<file path="config.mk">
export PLATFORM = sky130hd
export DESIGN_NAME = pm_secure_regs
export DESIGN_NICKNAME = d
export VERILOG_FILES = /design/src/rtl/pmsr_pkg.sv /design/src/rtl/pmsr_decode.sv /design/src/rtl/pmsr_seq.sv /design/src/rtl/pmsr_wake.sv /design/src/rtl/pm_secure_regs.sv
export SDC_FILE = /design/constraint.sdc
export NUM_CORES = 1
export LEC_CHECK = 0
export ABC_AREA = 1
export BUFFER_PORTS_ARGS = -buffer_cell sky130_fd_sc_hd__buf_2
export CAP_MARGIN = 20
export CORE_MARGIN = 8
export CORE_UTILIZATION = 40
export CTS_CLUSTER_SIZE = 10
export DETAILED_ROUTE_END_ITERATION = 8
export PLACE_DENSITY_LB_ADDON = 0.12
export SYNTH_ARGS = -nofsm -noshare
export SYNTH_HDL_FRONTEND = slang
export SYNTH_SLANG_ARGS = --single-unit
export TNS_END_PERCENT = 30
</file>
<file path="constraint.sdc">
create_clock -name clk -period 2.5 [get_ports clk]
set_input_delay 0.5 -clock clk [delete_from_list [all_inputs] [get_ports clk]]
set_output_delay 0.5 -clock clk [all_outputs]
set_load 0.1 [all_outputs]
</file>
<file path="src/rtl/pmsr_pkg.sv">
package pmsr_pkg;
  typedef enum logic [3:0] {
    S_CTRL, S_BKUP, S_AUX, S_WKCFG, S_WKFLG, S_WKSEC, S_VER, S_IDN, S_SIZE, S_NONE
  } sel_e;

  typedef enum logic [1:0] {P_GUARD, P_OPEN, P_PERBIT, P_RDONLY} pol_e;

  typedef enum logic [1:0] {ST_IDLE, ST_WAIT, ST_CLR} st_e;

  localparam logic [31:0] OFS_CTRL  = 32'h00;
  localparam logic [31:0] OFS_BKUP  = 32'h04;
  localparam logic [31:0] OFS_AUX   = 32'h08;
  localparam logic [31:0] OFS_WKCFG = 32'h0C;
  localparam logic [31:0] OFS_WKFLG = 32'h10;
  localparam logic [31:0] OFS_WKSEC = 32'h14;

  localparam int POL_LSB  = 8;
  localparam int PULL_LSB = 16;
endpackage

</file>
<file path="src/rtl/pmsr_decode.sv">
module pmsr_decode
  import pmsr_pkg::*;
#(
  parameter int AW = 10
) (
  input  logic [AW-1:0] addr,
  output sel_e          sel,
  output pol_e          pol,
  output logic          slow
);
  localparam logic [31:0] WIN     = 32'(1) << AW;
  localparam logic [31:0] OFS_VER = WIN - 32'd12;
  localparam logic [31:0] OFS_IDN = WIN - 32'd8;
  localparam logic [31:0] OFS_SZ  = WIN - 32'd4;

  logic [31:0] a32;
  assign a32 = 32'(addr);

  always_comb begin
    if      (a32 == OFS_CTRL)  sel = S_CTRL;
    else if (a32 == OFS_BKUP)  sel = S_BKUP;
    else if (a32 == OFS_AUX)   sel = S_AUX;
    else if (a32 == OFS_WKCFG) sel = S_WKCFG;
    else if (a32 == OFS_WKFLG) sel = S_WKFLG;
    else if (a32 == OFS_WKSEC) sel = S_WKSEC;
    else if (a32 == OFS_VER)   sel = S_VER;
    else if (a32 == OFS_IDN)   sel = S_IDN;
    else if (a32 == OFS_SZ)    sel = S_SIZE;
    else                       sel = S_NONE;
  end

  always_comb begin
    pol  = P_RDONLY;
    slow = 1'b0;
    unique case (sel)
      S_CTRL:  pol = P_GUARD;
      S_BKUP:  begin pol = P_GUARD;  slow = 1'b1; end
      S_AUX:   begin pol = P_OPEN;   slow = 1'b1; end
      S_WKCFG: begin pol = P_PERBIT; slow = 1'b1; end
      S_WKSEC: begin pol = P_GUARD;  slow = 1'b1; end
      default: ;
    endcase
  end
endmodule

</file>
<file path="src/rtl/pmsr_seq.sv">
module pmsr_seq
  import pmsr_pkg::*;
#(
  parameter int WS = 6
) (
  input  logic clk,
  input  logic rst,
  input  logic wr,
  input  logic rd,
  input  logic reject,
  input  logic slow,
  input  logic clr_need,
  input  logic clr_done,
  output logic ready,
  output logic err,
  output logic commit,
  output logic release_clr,
  output logic rd_take
);
  localparam int CW = (WS < 1) ? 1 : $clog2(WS + 1);
  localparam logic [CW-1:0] LAST = CW'(WS - 1);

  st_e           state;
  logic [CW-1:0] cnt;
  logic          idle_free;

  assign idle_free   = (state == ST_IDLE) && !ready;
  assign rd_take     = idle_free && rd;
  assign commit      = (idle_free && wr && !rd && !reject && !slow) ||
                       ((state == ST_WAIT) && (cnt == LAST));
  assign release_clr = (state == ST_CLR) && clr_done;

  always_ff @(posedge clk) begin
    if (rst) begin
      state <= ST_IDLE;
      cnt   <= '0;
      ready <= 1'b0;
      err   <= 1'b0;
    end else begin
      ready <= 1'b0;
      err   <= 1'b0;
      unique case (state)
        ST_IDLE: begin
          if (rd_take) begin
            ready <= 1'b1;
          end else if (idle_free && wr) begin
            if (reject) begin
              ready <= 1'b1;
              err   <= 1'b1;
            end else if (slow) begin
              state <= ST_WAIT;
              cnt   <= '0;
            end else begin
              ready <= 1'b1;
            end
          end
        end
        ST_WAIT: begin
          if (cnt == LAST) begin
            if (clr_need) state <= ST_CLR;
            else begin
              state <= ST_IDLE;
              ready <= 1'b1;
            end
          end else begin
            cnt <= cnt + CW'(1);
          end
        end
        ST_CLR: begin
          if (clr_done) begin
            state <= ST_IDLE;
            ready <= 1'b1;
          end
        end
        default: state <= ST_IDLE;
      endcase
    end
  end

  // reads answer in one cycle, never with an error
  a_r2_read_one_cycle: assert property (@(posedge clk) disable iff (rst)
    rd_take |=> (ready && !err));
  // an error is only ever reported together with ready
  a_r3_err_with_ready: assert property (@(posedge clk) disable iff (rst)
    err |-> ready);
  // no completion while wait states are being counted
  a_r5_hold_in_wait: assert property (@(posedge clk) disable iff (rst)
    (state == ST_WAIT) |-> !ready);
  // no completion while a flag clear is outstanding
  a_r8_hold_in_clear: assert property (@(posedge clk) disable iff (rst)
    (state == ST_CLR) |-> !ready);
endmodule

</file>
<file path="src/rtl/pmsr_wake.sv">
module pmsr_wake #(
  parameter int NPIN = 6
) (
  input  logic              clk,
  input  logic              rst,
  input  logic              ns_filter,
  input  logic              sel_cfg,
  input  logic              wr_cfg,
  input  logic              wr_sec,
  input  logic [NPIN-1:0]   clr_bits,
  input  logic [NPIN-1:0]   pol_bits,
  input  logic [2*NPIN-1:0] pull_bits,
  input  logic [NPIN-1:0]   sec_bits,
  input  logic [NPIN-1:0]   wake_pulse,
  input  logic              release_clr,
  output logic [NPIN-1:0]   flags,
  output logic [NPIN-1:0]   secen,
  output logic [NPIN-1:0]   pol,
  output logic [2*NPIN-1:0] pull,
  output logic              clr_need,
  output logic              clr_done
);
  logic [NPIN-1:0] allow, clr_req, clr_now, pend;

  assign allow    = ~(secen & {NPIN{ns_filter}});
  assign clr_req  = clr_bits & allow;
  assign clr_need = sel_cfg && (|clr_req);
  assign clr_now  = wr_cfg ? clr_req : pend;
  assign clr_done = (flags & pend) == '0;

  always_ff @(posedge clk) begin
    if (rst) begin
      flags <= '0;
      pend  <= '0;
      secen <= '0;
    end else begin
      flags <= (flags & ~clr_now) | wake_pulse;
      if (wr_cfg)           pend <= clr_req;
      else if (release_clr) pend <= '0;
      if (wr_sec)           secen <= sec_bits;
    end
  end

  always_ff @(posedge clk) begin
    if (rst) begin
      pol  <= '0;
      pull <= '0;
    end else if (wr_cfg) begin
      for (int p = 0; p < NPIN; p++) begin
        if (allow[p]) begin
          pol[p]        <= pol_bits[p];
          pull[2*p +: 2] <= pull_bits[2*p +: 2];
        end
      end
    end
  end

  // a set pulse always leaves its flag high at the next edge
  a_r9_set_wins: assert property (@(posedge clk) disable iff (rst)
    (|wake_pulse) |=> ((flags & $past(wake_pulse)) == $past(wake_pulse)));
  // flags cannot fall unless a clear is being applied
  a_r9_no_spurious_fall: assert property (@(posedge clk) disable iff (rst)
    (!wr_cfg && pend == '0) |=> ((~flags & $past(flags)) == '0));
  // protected pins keep their polarity across a filtered write
  a_r6_masked_kept: assert property (@(posedge clk) disable iff (rst)
    (wr_cfg && ns_filter) |=> (((pol ^ $past(pol)) & $past(secen)) == '0));
endmodule

</file>
<file path="src/rtl/pm_secure_regs.sv">
module pm_secure_regs
  import pmsr_pkg::*;
#(
  parameter int              AW       = 10,
  parameter int              DW       = 32,
  parameter int              NPIN     = 6,
  parameter int              WS       = 6,
  parameter logic [DW-1:0]   VER_VAL  = 'h0000_0012,
  parameter logic [DW-1:0]   IDN_VAL  = 'h0031_5057,
  parameter logic [DW-1:0]   SIZE_VAL = 'hA3C5_DD01
) (
  input  logic              clk,
  input  logic              por_rst,
  input  logic              app_rst,
  input  logic              sys_rst,
  input  logic              sec_en,
  input  logic [AW-1:0]     bus_addr,
  input  logic [DW-1:0]     bus_wdata,
  input  logic              bus_wr,
  input  logic              bus_rd,
  input  logic              bus_secure,
  output logic [DW-1:0]     bus_rdata,
  output logic              bus_ready,
  output logic              bus_err,
  input  logic [NPIN-1:0]   wake_pulse,
  output logic [DW-1:0]     ctrl_q,
  output logic [DW-1:0]     bkup_q,
  output logic [DW-1:0]     aux_q,
  output logic [NPIN-1:0]   wake_pol,
  output logic [2*NPIN-1:0] wake_pull,
  output logic [NPIN-1:0]   wake_flags,
  output logic [NPIN-1:0]   wake_secure
);
  // field layout needs NPIN <= 8 for DW = 32
  logic rst_any, rst_app, ns_filter, reject;
  logic slow, commit, release_clr, rd_take, clr_need, clr_done;
  sel_e sel;
  pol_e pol;
  logic [DW-1:0] rd_mux, cfg_rd;

  assign rst_any   = por_rst | app_rst | sys_rst;
  assign rst_app   = por_rst | app_rst;
  assign ns_filter = sec_en & ~bus_secure;
  assign reject    = bus_wr && ns_filter && (pol == P_GUARD);

  pmsr_decode #(.AW(AW)) u_dec (
    .addr (bus_addr),
    .sel  (sel),
    .pol  (pol),
    .slow (slow)
  );

  pmsr_seq #(.WS(WS)) u_seq (
    .clk         (clk),
    .rst         (rst_any),
    .wr          (bus_wr),
    .rd          (bus_rd),
    .reject      (reject),
    .slow        (slow),
    .clr_need    (clr_need),
    .clr_done    (clr_done),
    .ready       (bus_ready),
    .err         (bus_err),
    .commit      (commit),
    .release_clr (release_clr),
    .rd_take     (rd_take)
  );

  pmsr_wake #(.NPIN(NPIN)) u_wake (
    .clk         (clk),
    .rst         (rst_app),
    .ns_filter   (ns_filter),
    .sel_cfg     (sel == S_WKCFG),
    .wr_cfg      (commit && sel == S_WKCFG),
    .wr_sec      (commit && sel == S_WKSEC),
    .clr_bits    (bus_wdata[NPIN-1:0]),
    .pol_bits    (bus_wdata[POL_LSB +: NPIN]),
    .pull_bits   (bus_wdata[PULL_LSB +: 2*NPIN]),
    .sec_bits    (bus_wdata[NPIN-1:0]),
    .wake_pulse  (wake_pulse),
    .release_clr (release_clr),
    .flags       (wake_flags),
    .secen       (wake_secure),
    .pol         (wake_pol),
    .pull        (wake_pull),
    .clr_need    (clr_need),
    .clr_done    (clr_done)
  );

  // system group
  always_ff @(posedge clk) begin
    if (rst_any) begin
      ctrl_q <= '0;
      aux_q  <= '0;
    end else if (commit) begin
      if (sel == S_CTRL) ctrl_q <= bus_wdata;
      if (sel == S_AUX)  aux_q  <= bus_wdata;
    end
  end

  // power-on group, gated by the unlock bit
  always_ff @(posedge clk) begin
    if (por_rst)                                   bkup_q <= '0;
    else if (commit && sel == S_BKUP && ctrl_q[0]) bkup_q <= bus_wdata;
  end

  always_comb begin
    cfg_rd = '0;
    for (int p = 0; p < NPIN; p++) begin
      cfg_rd[POL_LSB + p]       = wake_pol[p];
      cfg_rd[PULL_LSB + 2*p +: 2] = wake_pull[2*p +: 2];
    end
  end

  always_comb begin
    unique case (sel)
      S_CTRL:  rd_mux = ctrl_q;
      S_BKUP:  rd_mux = bkup_q;
      S_AUX:   rd_mux = aux_q;
      S_WKCFG: rd_mux = cfg_rd;
      S_WKFLG: rd_mux = DW'(wake_flags);
      S_WKSEC: rd_mux = DW'(wake_secure);
      S_VER:   rd_mux = VER_VAL;
      S_IDN:   rd_mux = IDN_VAL;
      S_SIZE:  rd_mux = SIZE_VAL;
      default: rd_mux = '0;
    endcase
  end

  always_ff @(posedge clk) begin
    if (rst_any) bus_rdata <= '0;
    else         bus_rdata <= rd_take ? rd_mux : '0;
  end

  // a locked backup register does not move
  a_r7_locked_bkup: assert property (@(posedge clk) disable iff (por_rst)
    (commit && sel == S_BKUP && !ctrl_q[0]) |=> $stable(bkup_q));
  // the open register takes the bus data on commit
  a_r4_aux_open: assert property (@(posedge clk) disable iff (rst_any)
    (commit && sel == S_AUX) |=> (aux_q == $past(bus_wdata)));
  // an error response leaves the guarded registers untouched
  a_r3_err_no_change: assert property (@(posedge clk) disable iff (rst_any)
    bus_err |-> ($stable(ctrl_q) && $stable(bkup_q) && $stable(wake_secure)));
  // a system reset leaves the backup register alone
  a_r10_sys_keeps_bkup: assert property (@(posedge clk) disable iff (por_rst)
    sys_rst |=> $stable(bkup_q));
endmodule

</file>
# [Word level (Yosys, flattened, before mapping)]
# Cells that the tools add are included.
[totals] regBits=171 elab_cells=144 input_bits=56 out_inout_bits=160
[classes] addsub=1 muxes=38 reduce_logical=42 n_eq_ne=26 bitwise=14
[ops] op="32-bit one-hot mux with 9 select lines" n=1
[ops] op="32-bit logical NOT" n=1
[ops] op="4-bit 2-to-1 mux" n=8
[ops] op="10-bit == test, second input constant" n=3
[ops] op="6-bit AND" n=4
[ops] op="10-bit by 4-bit == test with 1-bit output, second input constant" n=2
[ops] op="10-bit by 5-bit == test with 1-bit output, second input constant" n=2
[ops] op="6-bit 2-to-1 mux" n=3
[ops] op="4-bit by 3-bit == test with 1-bit output, second input constant" n=4
[ops] op="2-bit AND reduction" n=8
[ops] op="1-bit logical AND" n=15
[ops] op="3-bit 2-to-1 mux" n=5
[ops] op="2-bit 2-to-1 mux" n=7
[ops] op="6-bit inverter" n=2
[ops] op="2-bit one-hot mux with 3 select lines" n=2
[ops] op="6-bit AND reduction" n=2
[ops] op="10-bit by 3-bit == test with 1-bit output, second input constant" n=1
[ops] op="1-bit 2-to-1 mux" n=10
[ops] op="2-bit != test, second input constant" n=5
[ops] op="4-bit by 2-bit == test with 1-bit output, second input constant" n=2
[ops] op="4-bit OR reduction" n=2
[ops] op="6-bit logical NOT" n=1
[ops] op="6-bit bitwise OR" n=1
[ops] op="3-bit one-hot mux with 2 select lines" n=1
[ops] op="other kinds (19)" n=29

# [Depth between registers and ports, before layout]
# Gate-level depths: netlist of run 1.
[depth] word_depth=24 mapped_depth=15 depth_no_buf=13

# [Cells and area by module]
# A second synthesis of run 1 with hierarchy kept.
[hier_totals] cells_unflattened=1106 hier_area_um2=7549.7
[by_module_without_submodules] mod="pm_secure_regs" instances=1 cells_each=771 area_per_inst_um2=5352.6
[by_module_without_submodules] mod="pmsr_wake" instances=1 cells_each=198 area_per_inst_um2=1425.1
[by_module_without_submodules] mod="pmsr_seq" instances=1 cells_each=74 area_per_inst_um2=480.5
[by_module_without_submodules] mod="pmsr_decode" instances=1 cells_each=63 area_per_inst_um2=291.5

# [Least setup slack after synthesis of run 1]
# No wires, ideal clock.
[synth_path] path_type="register to register" startpoint="reg u_seq.ready" endpoint="reg bkup_q[28]" t_arrival_ps=1947 stages_incl_launch_ff=12 path_buffers=2 synth_period_minus_slack_ps=2064 setup_slack_ps=436 cell_sequence="dfxtp_1 -> inv_1 -> nand3_1 -> nor2_1 -> nand3_2 -> nand2_2 -> buf_6 -> nand3_4 -> inv_2 -> buf_4 -> nor2_1 -> nor2_1"
[synth_between] elab_chain_len=9
[synth_lines] item="start, declared" line="pmsr_seq.sv:14" source="output logic ready,"
[synth_lines] item="start signal, assigned" line="pmsr_seq.sv:37" source="ready <= 1'b0;"
[synth_lines] item="start signal, assigned" line="pmsr_seq.sv:40" source="ready <= 1'b0;"
[synth_lines] item="start signal, assigned" line="pmsr_seq.sv:45" source="ready <= 1'b1;"
[synth_lines] item="1-bit logical NOT" line="pmsr_seq.sv:27" source="assign idle_free = (state == ST_IDLE) && !ready;"
[synth_lines] item="1-bit logical AND" line="pmsr_seq.sv:27"
[synth_lines] item="1-bit logical AND (4 in a row)" line="pmsr_seq.sv:29" source="assign commit = (idle_free && wr && !rd && !reject && !slow) ||"
[synth_lines] item="1-bit logical OR" line="pmsr_seq.sv:29"
[synth_lines] item="1-bit logical AND (2 in a row)" line="pm_secure_regs.sv:104" source="else if (commit && sel == S_BKUP && ctrl_q[0]) bkup_q <= bus_wdata;"
[synth_lines] item="end signal, assigned" line="pm_secure_regs.sv:104"
[synth_lines] item="end, declared" line="pm_secure_regs.sv:27" source="output logic [DW-1:0] bkup_q,"
# No other way between the ends.
# A chain may end at the register's enable or synchronous reset.

# [Worst setup path after layout of run 1]
[layout_path] startpoint="reg u_seq.state[0]" endpoint="reg ctrl_q[6]"
[layout_between] elab_chain_len=8 elab_cells_between_ends=10 cone_classes="eq/ne: 1; reduce/logical: 9"
[layout_lines] item="start, declared" line="pmsr_seq.sv:23" source="st_e state;"
[layout_lines] item="start signal, assigned" line="pmsr_seq.sv:35" source="state <= ST_IDLE;"
[layout_lines] item="start signal, assigned" line="pmsr_seq.sv:51" source="state <= ST_WAIT;"
[layout_lines] item="start signal, assigned" line="pmsr_seq.sv:60" source="if (clr_need) state <= ST_CLR;"
[layout_lines] item="2-bit logical NOT" line="pmsr_seq.sv:27"
[layout_lines] item="1-bit logical AND" line="pmsr_seq.sv:27"
[layout_lines] item="1-bit logical AND (4 in a row)" line="pmsr_seq.sv:29"
[layout_lines] item="1-bit logical OR (*)" line="pmsr_seq.sv:29"
[layout_lines] item="2-bit AND reduction (no source line) (*)"
[layout_lines] item="end signal, assigned" line="pm_secure_regs.sv:96" source="if (sel == S_CTRL) ctrl_q <= bus_wdata;"
[layout_lines] item="end, declared" line="pm_secure_regs.sv:26" source="output logic [DW-1:0] ctrl_q,"
# Mark *: on every way between the ends. The rest lies on a longest branch, timed or not.

==> flow_summary.toml, run 1 <==
[power_and_ir_drop]
p_comb_share_pct = 4.9
leakage_nw = 4.20
p_total_w = 0.00585
clockPowerShare_pct = 48.4
netSwitchingFraction_pct = 23.8
switchingPower_w = 0.00139
p_int_w = 0.00446
ir_drop_mv = 0.508
seq_power_share_pct = 46.7
powerDensity_nw_per_um2 = 619

[timing]
min_period_over_period_pct = 80.7
slew-limit-headroom_pct = 52.1
drv_slew = 0
skew_ns = 0.0104
worst_slack_ns = 0.482
setup_viol = 0
fmax_mhz = 496
rsz0062_at_grt = "no"
tns_ns = 0
worst_pin_slew_ns = 0.717
min_period_ns = 2.02
hold_violations = 0

[critical_path]
crit_required_ns = 2.86
path_class = "flop to flop"
cp.arrival_ns = 2.38
endpoint_kind = "flop"
rr_worst_depth = 10
r2r_setup_slack_ns = 0.48
rr_startpoint = "u_seq.state[0]$_SDFFE_PP0P_"
crit_path_start = "u_seq.state[0]$_SDFFE_PP0P_"
r2r_end = "ctrl_q[6]$_SDFFE_PP0P_"
worstSetupEndpoint = "ctrl_q[6]$_SDFFE_PP0P_"
cp_max_fo = 29
setup.worst_path.start_class = "flop"

[clock_network]
cts_htree_levels = 4
cts_tree = "yes"
hold_buffers = 0
path_clk_slew_ns = 0.07
clock_path_buffers = 2
clock-sinks = 171
insertion_delay_ns = 0.43
postCtsSetupBuffers = 0
post_cts_resized = 0
cts_buffers = 17
root_buffer = "clkbuf_16"

[synth]
syn-num-nets = 1060
yosysUniqueCellTypes = 35
synth_area_um2 = 7330
ys_seq_area_share_pct = 46.7
ys_seq_elements = 171
synthesis.instances = 1002
ys_warn_count = 0
syn_avg_cell_area_um2 = 7.32

[final_layout]
nets = 1282
final_common_cell = "buf_2"
fillers = 1867
drive_gt1_share_pct = 26.2
n_antenna_cell = 0
syn2layout_area_growth_pct = 28.9
final_cell_mix = "buf_2, nor2_1, dfxtp_1"

[drt]
postRouteWirelength_mm = 27.6
via_per_inst = 5.26
ant_nets = 0
dr.pass1.iters = 5
routedWlPerCell_um = 18.9
drcViolationCount = 0
vias = 7713
dr.first_iter.drc_count = 641

[status]
status = "complete, no violations"

[global_route]
grt_overflow = 0
grt_max_degree = 43
grt_pass1_vias = 7462
antenna_found_initial = 0
grt.total_usage_pct = 24.0
grt_first_pass_wirelength_mm = 42.1

[floorplanning]
core_um2 = 18000
io_pins = 216
initial_core_util_pct = 40.8
row_count = 49
fp.dieH_um = 151
die_w_um = 151
die-area_um2 = 22900

[placed_design]
place_ws_ns = 0.0920
place_congestion = 0.906
portBuffers = 215
dp.final_hpwl_mm = 20.3

[flow_run]
maxCapViolCount = 0

[min_path]
holdCritPathClass = "primary input to flop"
==> metal layers <==
metal	track usage (%)	share of wire [%]
met1	30.8	42
met2	38.9	47
met3	5.50	8.9
met4	8.16	1.9
met5	0	0
==> per-stage QoR <==
step	area, um2	utilization, %	cells	hold WS (ns)
final	9450	52.6	1466	0.307
after global routing	9450	52.6	1466	0.311
after CTS	9450	52.6	1466	0.293
after detailed placement	8820	49.1	1434	0.459
after global placement	8820	49.1	1434	0.451
after floorplan	7330	-	1002	0.470
==> worst max-delay path, cell delays in order, from the launching register on <==
cell	delay [ns]
dfxtp_1	0.35
inv_1	0.05
nor2_1	0.17
inv_1	0.12
nor2_1	0.15
inv_1	0.07
nand2_2	0.16
nand2_2	0.08
inv_2	0.53
nor2_1	0.12
nor2_1	0.15
==> power by group through the flow <==
stage	combinational, W	clock, W	sequential, W
4_1_cts	0.000284	0.00288	0.00274
2_1_floorplan	0.000120	0	0.00283
3_5_place_dp	0.000283	0	0.00280
6_report	0.000285	0.00283	0.00274
5_1_grt	0.000310	0.00298	0.00274
3_3_place_gp	0.000283	0	0.00280
==> state kept, by name, indices dropped and copies added, names as in the netlist, 12 cells and up <==
| name | count |
|---|---|
| aux_q | 32 |
| bkup_q | 32 |
| bus_rdata | 32 |
| ctrl_q | 32 |
| u_wake.pull | 12 |
==> cell usage after synthesis <==
library cell,count,area (um2)
nand4_1,38,238
clkbuf_1,16,60.1
nor2_8,1,20.0
nand3_4,1,17.5
inv_2,8,30.0
nand3_2,5,50.1
buf_1,5,18.8
and3_1,2,12.5
o2111ai_1,1,8.76
inv_1,69,259
nand3_1,36,180
ha_1,2,25.0
nor2_4,4,45.0
xor2_1,1,8.76
a31oi_1,5,31.3
nor3_1,4,20.0
o21ai_2,1,8.76
o21ai_1,19,95.1
nor2_1,197,739
a221oi_1,5,43.8
a21oi_1,90,450
nand2_2,11,68.8
buf_2,21,105
and2_1,1,6.26
o21ai_0,114,571
nor2_2,2,12.5
o211ai_1,6,45.0
a22oi_1,8,60.1
a41oi_1,4,35.0
dfxtp_1,171,3420
nand2_1,139,522
buf_6,3,33.8
a211oi_1,1,7.51
buf_4,10,75.1
nor4_1,1,6.26
==> kinds of logic after synthesis <==
group	Yosys count	share of synthesized area [%]
DFF	171	46.7
adders and majority gates	2	0.341
xor gates and xnor gates	1	0.119
AOI/OAI and AO/OA	254	18.5
and+or+nand+nor	442	26.4
buffers and inverters	132	7.93
==> final cells by class <==
type	instances	area [um2]	share of cell area [%]
well taps	229	287	3.03
clock inverters	13	179	1.89
multi-input cells	699	3340	35.3
clock buffers	19	453	4.79
inverters	77	289	3.06
flip-flops and latches	171	3420	36.2
repair buffers	258	1490	15.7
==> worst min-delay path by stage <==
stage	from	end	slack, ns	cells after the start
final	wake_pulse[1]	u_wake.flags[1]$_SDFF_PP0_	0.31	3
after global routing	wake_pulse[4]	u_wake.flags[4]$_SDFF_PP0_	0.31	3
after CTS	wake_pulse[1]	u_wake.flags[1]$_SDFF_PP0_	0.29	3
after detailed placement	ctrl_q[5]$_SDFFE_PP0P_	ctrl_q[5]$_SDFFE_PP0P_	0.46	2
after global placement	ctrl_q[5]$_SDFFE_PP0P_	ctrl_q[5]$_SDFFE_PP0P_	0.45	2
after floorplan	u_wake.pend[0]$_SDFFE_PP0P_	u_wake.pend[0]$_SDFFE_PP0P_	0.47	2
No activity file was read; power rests on OpenSTA's default activity.
==> inputs of run 2 (changes only) <==
==> constraint.sdc (replaced) <==
create_clock -name clk -period 1.85 [get_ports clk]
set_input_delay 0.37 -clock clk [delete_from_list [all_inputs] [get_ports clk]]
set_output_delay 0.37 -clock clk [all_outputs]
set_load 0.1 [all_outputs]
==> run 2 against run 1 <==
Net effect: routed wire length increased by 0.89%; cell count is 4.4% higher; worst setup slack lost 0.39 ns; die area unchanged; largest power group unchanged; utilization increased by 3.4 points; sequential share of layout area down 2.1 points; sequential power increased by 35%; clock skew fell by 0.00066 ns; clock power rose by 31%.
==> flow_summary.toml, run 2 (synthesis gave the netlist of run 1 again) <==
[timing]
setup_viol = 0
min_period_over_period_pct = 95.0
drv_slew = 0
min_period_ns = 1.76
slew-limit-headroom_pct = 65.7
rsz0062_at_grt = "no"
hold_violations = 0
fmax_mhz = 569
skew_ns = 0.00970
worst_pin_slew_ns = 0.510

[global_route]
antenna_found_initial = 0
grt.total_usage_pct = 24.1
grt_first_pass_wirelength_mm = 42.4
grtUsageMet1_pct = 30.6
grt_overflow = 0
grt_use_met2_pct = 39.0
met3_usage_pct = 5.56
grt_pass1_vias = 7700
grt_max_degree = 57
busiest_layer = "met2"

[clock_network]
clock_path_buffers = 2
cts_htree_levels = 4
cts_tree = "yes"
root_buffer = "clkbuf_16"
postCtsSetupBuffers = 0
path_clk_slew_ns = 0.06
clock-sinks = 171
insertion_delay_ns = 0.44
cts_buffers = 17

[drt]
drcViolationCount = 0
dr.first_iter.drc_count = 616
ant_nets = 0
via_per_inst = 5.17
routedWlPerCell_um = 18.2
vias = 7906
postRouteWirelength_mm = 27.9
dr.pass1.iters = 5

[final_layout]
n_antenna_cell = 0
final_util_pct = 56.0
drive_gt1_share_pct = 30.2
final_cell_mix = "buf_2, nor2_1, dfxtp_1"
nets = 1347
final_common_cell = "buf_2"
syn2layout_area_growth_pct = 37.2

[flow_run]
maxCapViolCount = 0

[floorplanning]
fp.dieH_um = 151
die_w_um = 151
initial_core_util_pct = 40.8
core_um2 = 18000
row_count = 49
die-area_um2 = 22900
io_pins = 216

[placed_design]
dp.final_hpwl_mm = 21.4
portBuffers = 215
place_congestion = 0.923

[power_and_ir_drop]
leakage_nw = 4.54
powerDensity_nw_per_um2 = 779
p_total_w = 0.00784
ir_drop_mv = 0.672

[critical_path]
setup.worst_path.start_class = "flop"
endpoint_kind = "output pin"
crit_required_ns = 1.48
path_buf_inv = 1
path_class = "flop to output pin"
cp_max_fo = 4
cp_slowest_stage_delay_ns = 0.50
path_delay_family = "buffers and inverters"
crit_chain = "buf_2"
cp.arrival_ns = 1.39
critPathSlowestCell = "buf_2"

[status]
status = "complete, no violations"

[min_path]
holdCritPathClass = "primary input to flop"
-- run 2: changes by cell type in the layout (fill, tap and decap cells not counted), sizes merged --
| cell | before | now |
|---|---|---|
| buf | 258 | 323 |
| clkbuf | 19 | 23 |
| clkinv | 4 | 3 |
| clkinvlp | 1 | 0 |
| inv | 82 | 79 |
-- run 2: cell type report --
type	instances	area, um2
Multi-Input combinational cell	699	3360
Tap cell	229	287
Fill cell	1731	7910
Timing Repair Buffer	323	2090
Clock inverter	8	134
Inverter	77	292
Clock buffer	23	468
Sequential cell	171	3430
-- run 2: what timing repair did --
item	in CTS	in global routing
endpoints found under the setup margin	0	87
hold buffers	0	0
gates resized for setup	0	9
-- run 2: metrics by stage --
step                hold slack (ns)  worst slack (ns)   TNS (ns)  area [um2]  std cells
CTS                           0.157            0.0159          0       10000       1530
global route                  0.169           0.00520          0       10100       1530
floorplan                     0.470         -0.000184  -0.000184        7380       1002
global placement              0.448            -0.263     -21.25        9440       1499
finish                        0.169            0.0931          0       10100       1530
detailed placement            0.456            -0.231     -26.90        9440       1499
-- run 2: power by group --
part	internal, W	switching (W)	leakage, nW
Clock	0.00221	0.00151	0.292
Combinational	0.000140	0.000283	2.87
Sequential	0.00369	0.0000106	1.38
Total	0.00603	0.00181	4.54
-- run 2: worst paths after layout --
path / startpoint / to / slack [ns] / cells after the start
hold / removal: wake_pulse[1] / u_wake.flags[1]$_SDFF_PP0_ / 0.17 / 3
setup / recovery: ctrl_q[0]$_SDFFE_PP0P_ / ctrl_q[0] / 0.09 / 1
setup reg to reg: u_seq.state[1]$_SDFFE_PP0P_ / aux_q[2]$_SDFFE_PP0P_ / 0.13 / 9
hold reg to reg: ctrl_q[5]$_SDFFE_PP0P_ / ctrl_q[5]$_SDFFE_PP0P_ / 0.47 / 2
-- run 2: per-layer routing --
layer	share of wire, %	vias to the layer above
li1	-	3912
met1	43	3660
met2	47	288
met3	7.9	46
met4	2.2	0
met5	0	-
